**src/rtl/adc_ctl_status.sv**
```systemverilog
module adc_ctl_status #(
  parameter int RES_W = 10
) (
  input  logic             clk,
  input  logic             rst_n,
  input  logic             wr_en,
  input  logic [1:0]       wr_be,
  input  logic [15:0]      wr_data,
  input  logic             rd_rmw,
  output logic [15:0]      rd_data,
  input  logic [2:0]       ext_trig,
  output logic             conv_start,
  input  logic             conv_done,
  input  logic [RES_W-1:0] conv_result,
  input  logic             dma_en,
  input  logic             dma_ack,
  output logic             dma_req,
  output logic             irq,
  output logic [RES_W-1:0] result
);

  logic             busy_q, flag_q, inte_q, pause_q, conv_q, held_q, pend_q;
  logic [1:0]       sel_q, mode_q;
  logic [RES_W-1:0] hold_d, res_q;

  logic wr_c, wr_m, abort, sw_trig, ext_hit, trig, cont, single;
  logic launch, done_ok, pend_eff, park, take_held, store;

  assign wr_c    = wr_en & wr_be[0];
  assign wr_m    = wr_en & wr_be[1];
  assign abort   = wr_c & ~wr_data[7] & busy_q;
  assign sw_trig = wr_c & wr_data[7] & wr_data[1] & (sel_q == 2'b00);

  always_comb begin
    case (sel_q)
      2'b01:   ext_hit = ext_trig[0];
      2'b10:   ext_hit = ext_trig[1];
      2'b11:   ext_hit = ext_trig[2];
      default: ext_hit = 1'b0;
    endcase
  end

  assign trig      = sw_trig | ext_hit;
  assign cont      = (mode_q == 2'b01);
  assign single    = (mode_q == 2'b00);
  assign launch    = ~conv_q & ~held_q & ~abort & (trig | (busy_q & cont));
  assign done_ok   = conv_q & conv_done & ~abort;
  assign pend_eff  = pend_q & ~dma_ack;
  assign park      = done_ok & pend_eff;
  assign take_held = held_q & ~pause_q;
  assign store     = (done_ok & ~pend_eff) | take_held;

  always_ff @(posedge clk or negedge rst_n) begin
    if (!rst_n) begin
      busy_q  <= 1'b0;
      flag_q  <= 1'b0;
      inte_q  <= 1'b0;
      pause_q <= 1'b0;
      conv_q  <= 1'b0;
      held_q  <= 1'b0;
      pend_q  <= 1'b0;
      sel_q   <= 2'b00;
      mode_q  <= 2'b00;
      hold_d  <= '0;
      res_q   <= '0;
      dma_req <= 1'b0;
    end else begin
      if (abort)                 busy_q <= 1'b0;
      else if (launch)           busy_q <= 1'b1;
      else if (done_ok & single) busy_q <= 1'b0;

      if (abort)        conv_q <= 1'b0;
      else if (launch)  conv_q <= 1'b1;
      else if (done_ok) conv_q <= 1'b0;

      if (store)                                   flag_q <= 1'b1;
      else if (dma_en & dma_ack)                   flag_q <= 1'b0;
      else if (wr_c & ~wr_data[6] & ~busy_q)       flag_q <= 1'b0;

      if (wr_c)           inte_q <= wr_data[5];
      if (wr_c & ~busy_q) sel_q  <= wr_data[3:2];
      if (wr_m & ~busy_q) mode_q <= wr_data[9:8];

      if (store)        pend_q <= dma_en;
      else if (dma_ack) pend_q <= 1'b0;

      if (park)           held_q <= 1'b1;
      else if (take_held) held_q <= 1'b0;
      if (park)           hold_d <= conv_result;

      if (park)         pause_q <= 1'b1;
      else if (dma_ack) pause_q <= 1'b0;

      if (store) res_q <= held_q ? hold_d : conv_result;
      dma_req <= store & dma_en;
    end
  end

  assign conv_start = launch;
  assign irq        = flag_q & inte_q;
  assign result     = res_q;
  assign rd_data    = {6'b0, mode_q, busy_q | rd_rmw, flag_q, inte_q, pause_q, sel_q, 2'b00};

endmodule

```
**config.mk**
```make
export PLATFORM = sky130hd
export DESIGN_NAME = adc_ctl_status
export DESIGN_NICKNAME = d
export VERILOG_FILES = /design/src/rtl/adc_ctl_status.sv
export SDC_FILE = /design/constraint.sdc
export NUM_CORES = 1
export LEC_CHECK = 0
export CORE_ASPECT_RATIO = 1.25
export CORE_MARGIN = 8
export CORE_UTILIZATION = 25
export DETAILED_ROUTE_END_ITERATION = 6
export DONT_BUFFER_PORTS = 1
export SLEW_MARGIN = 20
export SYNTH_ARGS = -nofsm -noshare
export SYNTH_HDL_FRONTEND = slang
export SYNTH_SLANG_ARGS = --single-unit
```
**constraint.sdc**
```tcl
create_clock -name clk -period 1.3 [get_ports clk]
set_input_delay 0.13 -clock clk [delete_from_list [all_inputs] [get_ports clk]]
set_output_delay 0.13 -clock clk [all_outputs]
set_load 0.05 [all_outputs]
```
==> Yosys cells after proc, flatten, opt, wreduce, memory -nomap -nowiden <==
Cells that the tools add are included.
{ "word_totals": {"regBits": 32, "latch_bits": 0, "ramBits": 0, "romBits": 0, "input_bits": 38, "out_inout_bits": 29, "elab_cells": 78, "n_memories": 0} }
{ "op_classes": {"addsub": 0, "mul": 0, "div_mod_pow": 0, "magnitude_cmp": 0, "eq_ne": 4, "n_shift": 0, "n_mux": 16, "bitwise_logic": 38, "reduce_logical": 8} }
{ "op_table": {"columns": ["op", "n"], "rows": [
  ["bitwise AND 1 bit", 25],
  ["2-to-1 mux 1 bit", 14],
  ["2-to-1 mux 10 bit", 1],
  ["inverter 1 bit", 9],
  ["nonzero test 3 bit", 3],
  ["nonzero test 2 bit", 3],
  ["equality test 2 x 1 -> 1 bit (second input constant)", 2],
  ["equality test 2 bit (second input constant)", 2],
  ["zero test 2 bit", 2],
  ["OR 1 bit", 4],
  ["case mux 1 bit (3 select lines)", 1]
]} }

==> Longest topological paths before layout <==
Gate-level depths: netlist (run 1).
{ "depth": {"ltp_word": 9, "depth_mapped": 5, "ltp_nobuf": 4} }

==> Worst setup path after synthesis (run 1) <==
OpenSTA, ideal clock, no wires.
{ "synth_timing": {"path_type": "register to output", "start": "register sel_q[0]", "end": "output conv_start", "arrival_time_ns": 1.375, "t_required_ns": 1.170, "setup_slack_ns": -0.205, "path_stages_with_launch": 5, "path_buffers": 0, "cell_sequence": "dfrtp_1 > mux2i_1 > nand2_1 > nand3_1 > nand2_1"} }
{ "synth_between": {"elab_chain_cells": 5, "elab_cells_between_ends": 9, "cone_classes": "3 x eq/ne; 1 x mux; 4 x bitwise; 1 x reduce/logical"} }
{ "synth_lines": {"columns": ["element", "line_no", "rtl"], "rows": [
  ["start: declaration", "23", "logic [1:0] sel_q, mode_q;"],
  ["start signal: assignment", "81", "if (wr_c & ~busy_q) sel_q <= wr_data[3:2];"],
  ["equality test 2 bit (tied with other cells)", "35", "case (sel_q)"],
  ["case mux 1 bit (3 select lines) or bitwise AND 1 bit (tied branches)", "35, 32", null],
  ["OR 1 bit (*)", "43", "assign trig = sw_trig | ext_hit;"],
  ["OR 1 bit (*)", "46", "assign launch = ~conv_q & ~held_q & ~abort & (trig | (busy_q & cont));"],
  ["bitwise AND 1 bit (*)", "46", null],
  ["end: declaration", "12", "output logic conv_start,"]
]} }
Every way passes the cells marked *; elsewhere a longest branch is shown, timed or not.

==> Worst setup path in the final report (run 1) <==
{ "layout_timing": {"start": "register busy_q", "end": "register res_q[0], in the netlist result[0]"} }
{ "layout_between": {"elab_chain_cells": 5} }
{ "layout_lines": {"columns": ["element", "line_no", "rtl"], "rows": [
  ["start: declaration", "22", "logic busy_q, flag_q, inte_q, pause_q, conv_q, held_q, pend_q;"],
  ["start signal: assignment", "55", "busy_q <= 1'b0;"],
  ["start signal: assignment", "68", "if (abort) busy_q <= 1'b0;"],
  ["start signal: assignment", "69", "else if (launch) busy_q <= 1'b1;"],
  ["bitwise AND 1 bit", "31", "assign abort = wr_c & ~wr_data[7] & busy_q;"],
  ["inverter 1 bit", "47", "assign done_ok = conv_q & conv_done & ~abort;"],
  ["bitwise AND 1 bit", "47", null],
  ["bitwise AND 1 bit", "51", "assign store = (done_ok & ~pend_eff) | take_held;"],
  ["OR 1 bit", "51", null],
  ["end signal: assignment", "94", "if (store) res_q <= held_q ? hold_d : conv_result;"],
  ["end: declaration", "24", "logic [RES_W-1:0] hold_d, res_q;"]
]} }
No other way between the ends.
A chain may end at the register's enable or synchronous reset.

==> impl_metrics.json, run 1 <==
{
  "status": "finished with violations",
  "violations": "negative setup slack",
  "final_antenna_net_count": 0,
  "yosysTopAreaCellShare": 0.508,
  "critPathMaxFanout": 5,
  "critPathMaxStageDelay_ps": 390,
  "leakagePower_nw": 1.05,
  "required_ps": 1510,
  "period_needed_ps": 1590,
  "clkTransAtPathRegs_ps": 70,
  "dp_hpwl_mm": 2.62,
  "cp_top_family": "buffers and inverters",
  "netlist_top_cells_count": "dfrtp_1 (32), nand2_1 (16), buf_4 (11), mux2i_1 (11), mux2_4 (9)",
  "drc": 0,
  "path_buf_inv": 5,
  "place.gp.congestion": 0.693,
  "hold_violations": 0,
  "grt_pass1_vias": 1307,
  "clock-skew-final_ps": 3.83,
  "rsz0062_at_grt": "yes",
  "initial_utilization": 0.257,
  "antenna_found_initial": 0,
  "core_sq_um": 6130,
  "cts.sinks": 32,
  "syn_area_sq_um": 1580,
  "yosys_most_used_dff": "dfrtp_1",
  "grt_pass1_wl_mm": 6.67,
  "finalWirelength_mm": 4.08,
  "cts_tree": "built",
  "synthArstFlopShare": 1.00,
  "cp_cell_sequence": "nand4b_4 -> buf_4 -> buf_6 -> buf_4 -> a41oi_4 -> buf_6 -> buf_16 -> nand2_2 -> o21ai_2",
  "postSynthCellCount": 128,
  "hold_start": "conv_done",
  "vias": 1134,
  "p_per_area_nw_per_um2": 2410,
  "grt_util_all_layers": 0.0937,
  "synth_cell_types": 33,
  "r2r-start": "busy_q$_DFFE_PN0P_",
  "yosysMostFrequentCell": "dfrtp_1",
  "drive_above_1_share": 0.434,
  "total_power_mw": 5.67,
  "ys_warn_count": 0,
  "viasPerCell": 4.25,
  "worst_setup_path_start_kind": "flip-flop",
  "peakVddDrop_mv": 1.76,
  "rows": 32,
  "slowest_stage": "dfrtp_1",
  "finalMaxSlewViolations": 0,
  "pin_count": 67,
  "fin_crit_sh": 1.23,
  "grt_remaining_overflow": 0,
  "portBuffers": 0,
  "setup_slack_ps": -294,
  "cts_made_buffers": 5,
  "setup_viol": 26,
  "r2r-end": "result[0]$_DFFE_PN0P_",
  "synth-edff-count": 0,
  "place_ws_ps": -82.5,
  "worstSkewPairLatency_ps": 280,
  "hold_path_end": "pause_q$_DFFE_PN0P_",
  "synth.yosys.seq_area_share": 0.508,
  "arrival_ps": 1810,
  "synth_area_leaders": "dfrtp_1 (51%), mux2_4 (8.6%), mux2i_1 (7.0%)",
  "htree_levels": 2,
  "yosys.area.top_type": "dfrtp_1",
  "cap_violations": 0,
  "crit_type": "flip-flop to flip-flop",
  "syn_to_final_growth_pct": 49.4,
  "die_w_um": 87.0,
  "die_h_um": 105,
  "grt_max_degree": 33,
  "wire_per_inst_um": 15.3,
  "ff2ff_path_depth": 9,
  "first_pass_iters": 4,
  "clockBufferDepth": 2,
  "dieArea_sq_um": 9120,
  "max_freq_ghz": 0.627,
  "root_buffer": "clkbuf_8",
  "fin_nets": 219,
  "drt_first_iter_violations": 23,
  "setup.worst_path.end_class": "flip-flop",
  "synth-seq-cells": 32,
  "holdPathStages": 2,
  "antenna_cells": 0,
  "r2r_slack_ps": -290,
  "hold_path_class": "input port to flip-flop",
  "synth.avg_cell_area_sq_um": 12.3
}
-- layout make-up --
cell class              instances  area (sq um)
clock buffers                   6          72.6
clock inverters                 2          35.0
fillers                       612          3770
inverters                       1          3.75
multi-input cells              87           759
flip-flops and latches         32           802
well taps                      85           106
repair buffers                 54           577
-- report_power, final --
group	switching (mW)	internal, mW
Combinational	1.72	1.28
Clock	0.367	0.568
Sequential	0.327	1.42
-- cells in the final DEF, fill, tap and decap left out, types with 2 or more instances in the layout --
master / netlist / layout
o21ai_1: 1 / 6
buf_16: 0 / 2
buf_6: 3 / 5
buf_12: 0 / 4
nand2_2: 1 / 2
buf_4: 11 / 24
o21ai_2: 4 / 5
nand3b_1: 2 / 2
nand2_4: 0 / 4
dfrtp_1: 32 / 31
mux2i_1: 11 / 11
mux2_4: 9 / 10
mux2_2: 6 / 5
o21ai_0: 8 / 2
nand3_1: 2 / 2
clkbuf_8: 0 / 5
nand2_1: 16 / 11
dlygate4sd3_1: 0 / 18
conb_1: 1 / 8
-- metal layers --
metal	global-route usage	vias to the layer above	wire length (um)
met4	0.0296	0	34
met5	0	-	0
met2	0.148	48	1910
met1	0.109	540	1700
li1	-	540	-
met3	0.0439	6	430
-- cells by family after synthesis --
family                 count (synthesis)  synth area share
AOI/OAI and AO/OA                     19            0.0841
buffers and inverters                 16            0.0794
DFF                                   32             0.508
muxes                                 26             0.198
other                                  1           0.00238
and+or+nand+nor                       34             0.128
-- metrics by stage --
stage	instance area, sq um	hold slack, ps	std cells	TNS, ps	util
final	2360	22.8	267	-5870	0.385
after global routing	2360	19.8	267	-7760	0.385
after CTS	2300	26.4	264	-2220	0.375
after detailed placement	1840	-165	231	-721	0.300
after global placement	1840	-165	231	-496	0.300
after floorplan	1610	-166	135	-487	-
-- registers in the layout, summed over array words and instances (netlist names) --
name / count
flag_q: 1
pend_q: 1
result: 10
sel_q: 2
inte_q: 1
busy_q: 1
held_q: 1
hold_d: 10
pause_q: 1
mode_q: 2
dma_req: 1
conv_q: 1
-- what timing repair did --
| action | 4_1_cts | 5_1_grt |
|---|---|---|
| hold endpoints to repair | 50 | 0 |
| hold buffers | 19 | 0 |
| gates cloned | 2 | 1 |
| gates resized for setup | 18 | 14 |
| buffers inserted | 4 | 3 |
| pin swaps | 14 | 3 |
| endpoints found under the setup margin | 22 | 25 |
-- worst max-delay path by stage --
stage                     cells past startpoint          startpoint  slack [ps]               endpoint
after floorplan                               5  busy_q$_DFFE_PN0P_         -50  hold_d[0]$_DFFE_PN0P_
final                                         9  busy_q$_DFFE_PN0P_        -290  result[0]$_DFFE_PN0P_
after global routing                          5  busy_q$_DFFE_PN0P_        -370             conv_start
after global placement                        4  pend_q$_DFFE_PN0P_         -60  hold_d[2]$_DFFE_PN0P_
after CTS                                     5  busy_q$_DFFE_PN0P_        -270             conv_start
after detailed placement                      5  busy_q$_DFFE_PN0P_         -80             conv_start
No activity file was read; power rests on OpenSTA's default activity.
==> inputs of run 2 (changes only) <==
==> constraint.sdc (replaced) <==
create_clock -name clk -period 1.8 [get_ports clk]
set_input_delay 0.18 -clock clk [delete_from_list [all_inputs] [get_ports clk]]
set_output_delay 0.18 -clock clk [all_outputs]
set_load 0.05 [all_outputs]
==> impl_metrics.json, run 2 (synthesized netlist as in run 1, its figures left out) <==
{
  "status": "complete, no violations",
  "antenna_found_initial": 0,
  "rsz0062_at_grt": "no",
  "grt-busiest-layer": "met2",
  "clockPowerShare": 0.168,
  "grt_pass1_vias": 1113,
  "portBuffers": 0,
  "clockBufferDepth": 2,
  "use_met2": 0.132,
  "antenna_cells": 0,
  "htree_levels": 2,
  "setup.worst_path.end_class": "output pin",
  "place.gp.congestion": 0.692,
  "cap_violations": 0,
  "wire_per_inst_um": 15.5,
  "clkTransAtPathRegs_ps": 70,
  "leakagePower_nw": 0.814,
  "switchingPower_mw": 1.58,
  "arrival_ps": 1490,
  "period_needed_ps": 1670,
  "die_h_um": 105,
  "hold_path_class": "input port to flip-flop",
  "grt_max_degree": 33,
  "slew_headroom": 0.657,
  "finalMaxSlewViolations": 0,
  "clock-skew-final_ps": 8.98,
  "dieArea_sq_um": 9120,
  "p_comb_frac": 0.346,
  "cts.sinks": 32,
  "dp_hpwl_mm": 2.68,
  "fillers": 640,
  "p_per_area_nw_per_um2": 1850,
  "layout_common_cells": "dfrtp_1 (32), nand2_1 (16), mux2i_1 (11)",
  "grt_pass1_wl_mm": 5.81,
  "worst_setup_path_start_kind": "flip-flop",
  "pin_count": 67,
  "finalWirelength_mm": 3.54,
  "path_buf_inv": 1,
  "grt_util_all_layers": 0.0822,
  "drt_first_iter_violations": 29,
  "fin_tns_setup_ps": 0,
  "total_power_mw": 3.40,
  "die_w_um": 87.0,
  "fin_crit_sh": 0.928,
  "critPathMaxStageDelay_ps": 410,
  "max_freq_ghz": 0.599,
  "viasPerCell": 4.28,
  "initial_utilization": 0.257,
  "power_frac_seq": 0.486,
  "p_sw_frac": 0.463,
  "grt_remaining_overflow": 0,
  "worst_pin_slew_ps": 515,
  "worstSkewPairLatency_ps": 280,
  "crit_type": "flip-flop to output pin",
  "use_met1": 0.0915,
  "core_sq_um": 6130,
  "setup_viol": 0,
  "rows": 32,
  "cts_made_buffers": 5,
  "peakVddDrop_mv": 1.02,
  "hold_violations": 0,
  "cts_tree": "built",
  "syn_to_final_growth_pct": 16.7,
  "slowest_stage": "dfrtp_1",
  "drc": 0,
  "cp_cell_sequence": "nand4b_4 -> nor3b_2 -> nand4b_1 -> nand2_1 -> buf_12",
  "required_ps": 1620,
  "root_buffer": "clkbuf_8",
  "vias": 976,
  "cp_top_family": "simple AND/OR/NAND/NOR gates",
  "gr-usage-met3": 0.0470,
  "fin_nets": 180,
  "p_int_mw": 1.83,
  "drive_above_1_share": 0.336,
  "critPathMaxFanout": 6,
  "final_antenna_net_count": 0,
  "first_pass_iters": 4,
  "final_common_cell": "dfrtp_1"
}
==> run 2: changes by cell type in the layout (fill, tap and decap cells not counted), moves of 2 or more <==
cell / change
buf_16: -2
buf_4: -14
buf_6: -5
dlygate4sd3_1: -16
nand2_1: +5
nand2_4: -4
o21ai_0: +6
o21ai_1: -5
==> run 2: cell type report <==
class                           instances  area [sq um]  area share
Timing Repair Buffer                   15           155      0.0843
Inverter                                1          3.75     0.00204
Tap cell                               85           106      0.0578
Clock buffer                            6          82.6      0.0449
Clock inverter                          2          10.0     0.00544
Sequential cell                        32           801       0.435
Multi-Input combinational cell         87           682       0.370
==> run 2: through the flow <==
| stage | area (sq um) | hold slack (ps) | util | worst slack, ps | instances |
|---|---|---|---|---|---|
| 6_report | 1840 | 40.6 | 0.300 | 130 | 228 |
| 5_1_grt | 1840 | 26.2 | 0.300 | 19.0 | 228 |
| 4_1_cts | 1840 | 25.4 | 0.300 | 31.8 | 228 |
| 3_5_place_dp | 1700 | -115 | 0.278 | 361 | 217 |
| 3_3_place_gp | 1700 | -115 | 0.278 | 385 | 217 |
| 2_1_floorplan | 1600 | -116 | - | 245 | 135 |
==> run 2: what timing repair did <==
action / CTS / global route
hold buffers: 3 / 0
endpoints found under the setup margin: 0 / 1
endpoints found under the hold margin: 33 / 0
gates resized for setup: 0 / 1
buffers inserted: 0 / 0
==> run 2: final timing paths <==
kind	slack, ps	depth (start not counted)	startpoint	end
max	130	5	busy_q$_DFFE_PN0P_	conv_start
min	40	1	dma_en	dma_req$_DFF_PN0_
max reg2reg	410	5	busy_q$_DFFE_PN0P_	hold_d[2]$_DFFE_PN0P_
min reg2reg	510	1	hold_d[5]$_DFFE_PN0P_	hold_d[5]$_DFFE_PN0P_
max in group asynchronous	1280	2	rst_n	result[5]$_DFFE_PN0P_
min in group asynchronous	340	2	rst_n	result[4]$_DFFE_PN0P_
==> run 2: layer usage <==
| layer | vias to the layer above | part of all wire | wire [um] |
|---|---|---|---|
| met3 | 2 | 0.12 | 431 |
| met4 | 0 | 0.0017 | 6 |
| met1 | 471 | 0.40 | 1400 |
| li1 | 455 | - | - |
| met2 | 48 | 0.48 | 1700 |
| met5 | - | 0 | 0 |
==> run 2: power groups by stage <==
stage	registers (mW)	clock network (mW)	logic, mW
2_1_floorplan	1.75	0	0.791
3_3_place_gp	1.66	0	1.15
3_5_place_dp	1.68	0	1.16
4_1_cts	1.66	0.596	1.19
5_1_grt	1.70	0.637	1.28
6_report	1.65	0.570	1.18
==> inputs of run 3 (changes only) <==
--- a/config.mk
+++ b/config.mk
@@ -5,6 +5,7 @@
 export SDC_FILE = /design/constraint.sdc
 export NUM_CORES = 1
 export LEC_CHECK = 0
+export ABC_AREA = 1
 export CORE_ASPECT_RATIO = 1.25
 export CORE_MARGIN = 8
 export CORE_UTILIZATION = 25
==> impl_metrics.json, run 3 <==
{
  "finalWirelength_mm": 3.74,
  "max_freq_ghz": 0.611,
  "synth-seq-cells": 32,
  "viasPerCell": 4.15,
  "final_antenna_net_count": 0,
  "worst_pin_slew_ps": 513,
  "cts_setup_buffers": 0,
  "synth.yosys.seq_area_share": 0.496,
  "setup.worst_path.end_class": "output pin",
  "antenna_cells": 0,
  "grt_util_all_layers": 0.0823,
  "clkTransAtPathRegs_ps": 70,
  "htree_levels": 2,
  "synth-edff-count": 0,
  "setup_viol": 0,
  "fin_crit_sh": 0.909,
  "syn_area_sq_um": 1620,
  "grt_remaining_overflow": 0,
  "slew_headroom": 0.658,
  "final_common_cell": "nand2_1",
  "yosysTopAreaCellShare": 0.496,
  "worstSkewPairLatency_ps": 280,
  "peakVddDrop_mv": 1.00,
  "total_power_mw": 3.29,
  "place.gp.congestion": 0.775,
  "clockBufferDepth": 2,
  "hold_violations": 0,
  "fillers": 663,
  "syn_to_final_growth_pct": 11.4,
  "hold_path_class": "input port to flip-flop",
  "period_needed_ps": 1640,
  "synth_area_leaders": "dfrtp_1 (50%), nand2_1 (15%), buf_4 (5.6%)",
  "die_h_um": 106,
  "netlist_top_cells_count": "nand2_1 (63), dfrtp_1 (32), inv_1 (20)",
  "rsz0062_at_grt": "no",
  "ys_warn_count": 0,
  "drive_above_1_share": 0.141,
  "drt_first_iter_violations": 41,
  "dp_hpwl_mm": 2.85,
  "finalMaxSlewViolations": 0,
  "arrival_ps": 1460,
  "cts_tree": "built",
  "postSynthCellCount": 198,
  "status": "complete, no violations",
  "yosys_most_used_dff": "dfrtp_1",
  "first_pass_iters": 4,
  "pin_count": 67,
  "final_core_util": 0.290,
  "root_buffer": "clkbuf_8",
  "synth_cell_types": 22,
  "fin_nets": 243,
  "antenna_found_initial": 0,
  "leakagePower_nw": 0.923,
  "cts.sinks": 32,
  "grt_max_degree": 33,
  "critPathMaxFanout": 6,
  "wire_per_inst_um": 12.9,
  "core_sq_um": 6210,
  "vias": 1204,
  "p_per_area_nw_per_um2": 1830,
  "synthArstFlopShare": 1.00,
  "drc": 0,
  "crit_type": "flip-flop to output pin",
  "grt_pass1_vias": 1199,
  "clock-skew-final_ps": 5.58,
  "die_w_um": 87.9,
  "multiInputGateArea_sq_um": 618,
  "grt_pass1_wl_mm": 5.80,
  "portBuffers": 0,
  "synth.avg_cell_area_sq_um": 8.16,
  "yosysMostFrequentCell": "nand2_1",
  "layout_common_cells": "nand2_1 (63), dfrtp_1 (32), inv_1 (20)",
  "seqCellArea_sq_um": 801,
  "setup_slack_ps": 165,
  "cts_made_buffers": 5,
  "fin_tns_setup_ps": 0,
  "required_ps": 1620,
  "dieArea_sq_um": 9310,
  "yosys.area.top_type": "dfrtp_1",
  "place_ws_ps": 463,
  "rows": 32,
  "cap_violations": 0,
  "initial_utilization": 0.260,
  "worst_setup_path_start_kind": "flip-flop"
}
## run 3: changes by cell type in the layout (fill, tap and decap cells not counted), sizes merged, moves of 3 or more
cell / before / now
nand3: 3 / 17
inv: 1 / 23
buf: 13 / 10
mux2i: 11 / 0
nor2: 2 / 9
nand2: 17 / 67
mux2: 15 / 0
o21ai: 13 / 24
## run 3: logic make-up after synthesis
family	share of synthesized area
flops	0.496
compound gates	0.0930
buf+inv	0.138
other cells	0.00232
simple gates	0.271
## run 3: cell type report
class	instances	share of cell area
tap	85	0.0591
multi-input combinational	132	0.344
inverter	23	0.0480
timing repair buffer	11	0.0612
sequential	32	0.445
clock buffer	6	0.0403
clock inverter	1	0.00278
## run 3: metrics by stage
step                      std cells  hold slack, ps  instance area, sq um
final                           290            11.9                  1800
after detailed placement        281            -114                  1690
after CTS                       290            6.06                  1800
after floorplan                 205            -116                  1640
after global routing            290            8.21                  1800
after global placement          281            -114                  1690
## run 3: layer usage
| layer | routed length (um) | vias to the layer above | track usage |
|---|---|---|---|
| met5 | 0 | - | 0 |
| met1 | 1510 | 532 | 0.0905 |
| met4 | 46 | 0 | 0.0407 |
| met2 | 1720 | 56 | 0.128 |
| li1 | - | 611 | - |
| met3 | 467 | 5 | 0.0404 |
## run 3: worst max-delay path, stage by stage (launching register included)
cell and delay [ps]:
dfrtp_1 430, or2_2 300, a21oi_1 110, nand2_1 90
inv_1 100, buf_12 140
## run 3: worst paths after layout
kind | depth (start not counted) | endpoint | start | slack (ps)
worst max-delay path | 5 | conv_start | held_q$_DFFE_PN0P_ | 160
worst min-delay path | 2 | inte_q$_DFFE_PN0N_ | wr_data[5] | 10
worst max register to register | 4 | pend_q$_DFFE_PN0P_ | held_q$_DFFE_PN0P_ | 520
worst min register to register | 2 | hold_d[8]$_DFFE_PN0P_ | hold_d[8]$_DFFE_PN0P_ | 490
max in group asynchronous | 2 | result[8]$_DFFE_PN0P_ | rst_n | 1270
min in group asynchronous | 2 | busy_q$_DFFE_PN0P_ | rst_n | 350
## run 3: repair_timing
action,CTS,global route
hold buffers,2,0
endpoints found under the hold margin,32,0
resized for setup,0,0
## run 3: report_power, final
part	switching, mW	total (mW)	internal [mW]	leakage [nW]
Clock	0.251	0.514	0.262	0.0410
Sequential	0.599	1.62	1.02	0.399
Combinational	0.769	1.15	0.381	0.482
